[config.mk]
export PLATFORM = sky130hd
export DESIGN_NAME = adc_seq_ctrl
export DESIGN_NICKNAME = d
export VERILOG_FILES = /design/src/rtl/adc_seq_pkg.sv /design/src/rtl/adc_mode_reg.sv /design/src/rtl/adc_trig_sync.sv /design/src/rtl/adc_conv_timer.sv /design/src/rtl/adc_seq_ctrl.sv
export SDC_FILE = /design/constraint.sdc
export NUM_CORES = 1
export LEC_CHECK = 0
export BUFFER_PORTS_ARGS = -buffer_cell sky130_fd_sc_hd__buf_2
export CORE_MARGIN = 10
export CORE_UTILIZATION = 50
export DETAILED_ROUTE_END_ITERATION = 10
export PLACE_DENSITY = 0.79
export SYNTH_ARGS = -nofsm -noshare
export SYNTH_HDL_FRONTEND = slang
export SYNTH_SLANG_ARGS = --single-unit
[constraint.sdc]
create_clock -name clk -period 2.65 [get_ports clk]
set_input_delay 0.53 -clock clk [delete_from_list [all_inputs] [get_ports clk]]
set_output_delay 0.53 -clock clk [all_outputs]
set_load 0.005 [all_outputs]
[src/rtl/adc_seq_pkg.sv]
package adc_seq_pkg;

    typedef enum logic [1:0] {
        SPD_RSVD = 2'b00,
        SPD_SLOW = 2'b01,
        SPD_MID  = 2'b10,
        SPD_FAST = 2'b11
    } spd_e;

    typedef struct packed {
        logic       spd_hi;
        logic       trig_en;
        logic       spd_lo;
        logic [3:0] chan;
    } mode_t;

    localparam logic [1:0] CHAN_GROUP_OK = 2'b10;

endpackage

[src/rtl/adc_mode_reg.sv]
module adc_mode_reg
    import adc_seq_pkg::*;
(
    input  logic       clk,
    input  logic       rst_n,
    input  logic       wr_en,
    input  logic [7:0] wr_data,
    input  logic       busy,
    output mode_t      mode,
    output logic [7:0] rd_data
);

    mode_t st_d, st_q;

    always_comb begin
        st_d = st_q;
        if (wr_en) begin
            st_d.spd_hi  = wr_data[7];
            st_d.trig_en = wr_data[6];
            st_d.spd_lo  = wr_data[5];
            if (!busy) begin
                st_d.chan = wr_data[3:0];
            end
        end
    end

    always_ff @(posedge clk) begin
        if (!rst_n) begin
            st_q <= '0;
        end else begin
            st_q <= st_d;
        end
    end

    assign mode    = st_q;
    assign rd_data = {st_q.spd_hi, st_q.trig_en, st_q.spd_lo, 1'b1, st_q.chan};

    // channel field frozen across any cycle that starts busy
    p_chan_lock_r6: assert property (@(posedge clk) disable iff (!rst_n)
        busy |=> (st_q.chan == $past(st_q.chan)));

endmodule

[src/rtl/adc_trig_sync.sv]
module adc_trig_sync (
    input  logic clk,
    input  logic rst_n,
    input  logic pin,
    input  logic rise_sel,
    input  logic enable,
    output logic fire
);

    typedef struct packed {
        logic s1;
        logic s2;
        logic s3;
    } sync_t;

    sync_t st_d, st_q;
    logic  edge_rise, edge_fall;

    always_comb begin
        st_d    = st_q;
        st_d.s1 = pin;
        st_d.s2 = st_q.s1;
        st_d.s3 = st_q.s2;
    end

    always_ff @(posedge clk) begin
        if (!rst_n) begin
            st_q <= '0;
        end else begin
            st_q <= st_d;
        end
    end

    assign edge_rise = st_q.s2 & ~st_q.s3;
    assign edge_fall = ~st_q.s2 & st_q.s3;
    assign fire      = enable & (rise_sel ? edge_rise : edge_fall);

    // a fire reflects the pin level of two samples earlier matching the chosen polarity
    p_fire_polarity_r9: assert property (@(posedge clk) disable iff (!rst_n)
        fire |-> ($past(pin, 2) == rise_sel));

endmodule

[src/rtl/adc_conv_timer.sv]
module adc_conv_timer
    import adc_seq_pkg::*;
#(
    parameter int DATA_W   = 10,
    parameter int LEN_SLOW = 124,
    parameter int LEN_MID  = 62,
    parameter int LEN_FAST = 31
) (
    input  logic              clk,
    input  logic              rst_n,
    input  logic              start_req,
    input  spd_e              spd,
    input  logic [DATA_W-1:0] data_in,
    output logic              busy,
    output logic              done,
    output logic [DATA_W-1:0] result
);

    localparam int LEN_MAX = (LEN_SLOW > LEN_MID)
                           ? ((LEN_SLOW > LEN_FAST) ? LEN_SLOW : LEN_FAST)
                           : ((LEN_MID > LEN_FAST) ? LEN_MID : LEN_FAST);
    localparam int CNT_W = (LEN_MAX > 1) ? $clog2(LEN_MAX) : 1;

    typedef struct packed {
        logic              busy;
        logic              done;
        logic [CNT_W-1:0]  cnt;
        logic [DATA_W-1:0] result;
    } tmr_t;

    tmr_t             st_d, st_q;
    logic [CNT_W-1:0] load_val;

    always_comb begin
        case (spd)
            SPD_SLOW: load_val = CNT_W'(LEN_SLOW - 1);
            SPD_MID:  load_val = CNT_W'(LEN_MID - 1);
            SPD_FAST: load_val = CNT_W'(LEN_FAST - 1);
            default:  load_val = '0;
        endcase
    end

    always_comb begin
        st_d      = st_q;
        st_d.done = 1'b0;
        if (st_q.busy) begin
            if (st_q.cnt == '0) begin
                st_d.busy   = 1'b0;
                st_d.done   = 1'b1;
                st_d.result = data_in;
            end else begin
                st_d.cnt = st_q.cnt - CNT_W'(1);
            end
        end else if (start_req && (spd != SPD_RSVD)) begin
            st_d.busy = 1'b1;
            st_d.cnt  = load_val;
        end
    end

    always_ff @(posedge clk) begin
        if (!rst_n) begin
            st_q <= '0;
        end else begin
            st_q <= st_d;
        end
    end

    assign busy   = st_q.busy;
    assign done   = st_q.done;
    assign result = st_q.result;

    // done lasts one cycle
    p_done_pulse_r11: assert property (@(posedge clk) disable iff (!rst_n)
        done |=> !done);
    // done only directly after busy falls
    p_done_after_busy_r11: assert property (@(posedge clk) disable iff (!rst_n)
        done |-> (!busy && $past(busy)));
    // result moves only together with done
    p_result_hold_r11: assert property (@(posedge clk) disable iff (!rst_n)
        !done |-> $stable(result));

endmodule

[src/rtl/adc_seq_ctrl.sv]
module adc_seq_ctrl
    import adc_seq_pkg::*;
#(
    parameter int DATA_W   = 10,
    parameter int LEN_SLOW = 124,
    parameter int LEN_MID  = 62,
    parameter int LEN_FAST = 31
) (
    input  logic              clk,
    input  logic              rst_n,
    input  logic              wr_en,
    input  logic [7:0]        wr_data,
    output logic [7:0]        rd_data,
    input  logic              sw_start,
    input  logic              trig_in,
    input  logic              trig_rise_sel,
    input  logic [DATA_W-1:0] conv_data,
    output logic              busy,
    output logic              done,
    output logic [DATA_W-1:0] result,
    output logic [1:0]        chan_sel,
    output logic              chan_valid
);

    mode_t mode;
    spd_e  spd;
    logic  trig_fire;
    logic  start_req;

    adc_mode_reg u_mode (
        .clk     (clk),
        .rst_n   (rst_n),
        .wr_en   (wr_en),
        .wr_data (wr_data),
        .busy    (busy),
        .mode    (mode),
        .rd_data (rd_data)
    );

    adc_trig_sync u_trig (
        .clk      (clk),
        .rst_n    (rst_n),
        .pin      (trig_in),
        .rise_sel (trig_rise_sel),
        .enable   (mode.trig_en),
        .fire     (trig_fire)
    );

    assign spd        = spd_e'({mode.spd_hi, mode.spd_lo});
    assign chan_valid = (mode.chan[3:2] == CHAN_GROUP_OK);
    assign chan_sel   = mode.chan[1:0];
    assign start_req  = (sw_start | trig_fire) & chan_valid;

    adc_conv_timer #(
        .DATA_W   (DATA_W),
        .LEN_SLOW (LEN_SLOW),
        .LEN_MID  (LEN_MID),
        .LEN_FAST (LEN_FAST)
    ) u_tmr (
        .clk       (clk),
        .rst_n     (rst_n),
        .start_req (start_req),
        .spd       (spd),
        .data_in   (conv_data),
        .busy      (busy),
        .done      (done),
        .result    (result)
    );

    // no conversion begins under the reserved speed code
    p_no_rsvd_start_r4: assert property (@(posedge clk) disable iff (!rst_n)
        $rose(busy) |-> ($past(spd) != SPD_RSVD));
    // no conversion begins without a usable channel
    p_valid_chan_start_r5: assert property (@(posedge clk) disable iff (!rst_n)
        $rose(busy) |-> $past(chan_valid));

endmodule

==> metrics.cfg <==
[status]
outcome = finished, final reports clean

[logic_synthesis]
synth-warning-count = 0
syn_area_per_cell_sq_um = 9.213
ys_types = 36
syn_nets = 189
netlist_area_sq_um = 1446
synth-main-ff-cell = dfxtp_1
synthArstFlopShare = 0
ys_seq_area_frac = 0.4014
synthCells = 157
ys_ff_latch = 29
synth_edf_count = 0

[drt]
ant_nets = 0
first_pass_iters = 4
wire_per_inst_um = 15.00
num_vias = 1188
drc = 0
vias_per_cell = 5.400
initialDrtViolationCount = 74
routed_wl_um = 3300

[power]
vdd_drop_max_v = 0.0004446
p_leak_nw = 0.8131
power.density_nw_per_um2 = 502.8

[die]
start_util = 0.5245
core-area_sq_um = 2758
boundaryPins = 47
die_area_sq_um = 5444
num_rows = 19
die_w_um = 73.79
die_h_um = 73.79

[worst_setup_path]
rr_endpoint = u_tmr.st_q[10]$_SDFFE_PN0P_
crit_chain = inv_1 > ha_1 > or3b_1 > a32o_2 > or2_1 > o311a_1
rrSetupSlack_ns = 0.44
cp_slowest_cell = dfxtp_1
cp_data_required_time_ns = 2.88
max_stage_delay_ns = 0.44
rr_startpoint = u_mode.mode[4]$_SDFFE_PN0P_
cp-end-kind = flop
worstPathArrival_ns = 2.44
crit_buf_inv = 1
crit_type = reg -> reg
cp-start-kind = flop
cp_max_fo = 8
crit_family = simple AND/OR/NAND/NOR gates
r2r_cells = 6

[final_layout]
synthToLayoutAreaGrowth_pct = 12.54
drive_gt1_frac = 0.3069
fin_cells = 220
nets = 220
num_antenna_cells = 0

[grt]
antenna_found_initial = 0
grt_pass1_wl_um = 5361
grt_max_degree = 24
globalRouteOverflowTotal = 0
grt_pass1_vias = 1182
grt_usage = 0.1245

[cts]
cts-resized-gates = 0
numCtsBuffers = 5
holdBufCountCts = 0
htreeDepth = 2
cts_setup_buffers = 0
cts_sinks = 29
cts_tree = done
cts_root_buf = clkbuf_4
max-clock-path-buffers = 2
clk_pin_slew_ns = 0.10
clkLatencyLatePin_ns = 0.34

[timing]
finalHoldViolCount = 0
slew_headroom = 0.4855
slew_violations = 0
setup_viol = 0
rsz0062_at_grt = no
fin_crit_sh = 0.8330
fmax_ghz = 0.4530
fin_crit_ns = 2.208
worst_slew_pin_slew_ns = 0.7654
skew_ns = 0.006463
tns_ns = 0

[min_path]
hold_class = in -> reg
min-delay-start = trig_in
holdPathEnd = u_trig.st_d[1]$_SDFF_PN0_
whs_path_depth = 2

[place]
gp_congestion = 0.8534
post-dp-hpwl_um = 2484
dpl.cell_count = 212
portBuffers = 44

[run]
timing.max_cap.violations = 0

-- registers in the layout, indices dropped and copies added, names as in the netlist --
signal	count
u_tmr.result	10
u_mode.mode	7
u_tmr.st_q	7
u_trig.st_d	2
u_tmr.busy	1
u_tmr.done	1
u_trig.st_q	1
-- area by class of cell --
| cell class | instances | area, sq um |
|---|---|---|
| fill | 255 | 1130 |
| multi-input combinational | 100 | 699.4 |
| sequential | 29 | 580.6 |
| timing repair buffer | 45 | 227.7 |
| tap | 31 | 38.79 |
| clock buffer | 5 | 37.54 |
| inverter | 7 | 26.28 |
| clock inverter | 3 | 17.52 |
-- kinds of logic after synthesis --
| kind of cell | synth area share |
|---|---|
| simple gates | 0.1981 |
| flops | 0.4014 |
| buf+inv | 0.1151 |
| compound gates | 0.09601 |
| mux | 0.1176 |
| fa+ha+maj | 0.06921 |
| other cells | 0.002593 |
-- layer usage --
metal | GRT usage | up-vias | routed length, um
li1 | - | 591 | -
met1 | 0.1309 | 532 | 1261
met2 | 0.2074 | 55 | 1607
met3 | 0.06460 | 10 | 368
met4 | 0.04348 | 0 | 63
met5 | 0 | - | 0
-- power by group --
part	total (mW)	leakage, nW	switching (mW)	internal (mW)
sequential	0.457	0.236	0.00977	0.447
combinational	0.0938	0.546	0.0494	0.0444
clock	0.268	0.0310	0.168	0.0997
-- worst max-delay path by stage --
| stage | from | to | cells after the start |
|---|---|---|---|
| after floorplan | u_mode.mode[4]$_SDFFE_PN0P_ | u_tmr.st_q[10]$_SDFFE_PN0P_ | 7 |
| after global placement | u_mode.mode[4]$_SDFFE_PN0P_ | u_tmr.st_q[10]$_SDFFE_PN0P_ | 6 |
| after detailed placement | u_mode.mode[4]$_SDFFE_PN0P_ | u_tmr.st_q[10]$_SDFFE_PN0P_ | 6 |
| after CTS | u_mode.mode[4]$_SDFFE_PN0P_ | u_tmr.st_q[10]$_SDFFE_PN0P_ | 6 |
| after global routing | u_mode.mode[4]$_SDFFE_PN0P_ | u_tmr.st_q[10]$_SDFFE_PN0P_ | 6 |
| final | u_mode.mode[4]$_SDFFE_PN0P_ | u_tmr.st_q[10]$_SDFFE_PN0P_ | 6 |
-- stage by stage --
step	setup WS [ns]	instance area, sq um	util	power (mW)	hold WS, ns
floorplan	0.5985	1446	-	0.5271	0.4119
global placement	0.5231	1573	0.5703	0.5571	0.4195
detailed placement	0.4613	1573	0.5703	0.5611	0.4169
CTS	0.4454	1628	0.5903	0.8252	0.3900
global route	0.3542	1628	0.5903	0.8630	0.3830
finish	0.4425	1628	0.5903	0.8185	0.3951
-- layout by cell type, fill, tap and decap left out, types with 2 or more instances in the layout --
master,Yosys,layout
a211oi_1,3,3
nor2_1,27,27
o22ai_1,2,2
nor3_1,6,6
clkinv_2,0,2
mux2i_1,17,17
nand2_1,7,7
dfxtp_1,29,29
and2_1,3,3
nor2b_1,2,2
buf_2,1,44
a31oi_1,2,2
inv_1,7,7
ha_1,8,8
clkbuf_4,0,5
o32ai_1,4,4
-- cell usage after synthesis, types with 2 or more instances --
master / count / area share
nand2_1: 7 / 0.018
ha_1: 8 / 0.069
inv_1: 7 / 0.018
nor3_1: 6 / 0.021
clkbuf_1: 5 / 0.013
nor2_1: 27 / 0.070
buf_4: 14 / 0.073
o22ai_1: 2 / 0.0086
mux2i_1: 17 / 0.12
nor2b_1: 2 / 0.0086
and2_1: 3 / 0.013
o32ai_1: 4 / 0.024
a211oi_1: 3 / 0.016
a31oi_1: 2 / 0.0086
dfxtp_1: 29 / 0.40
Note: power is estimated with default switching activity, not from simulation.
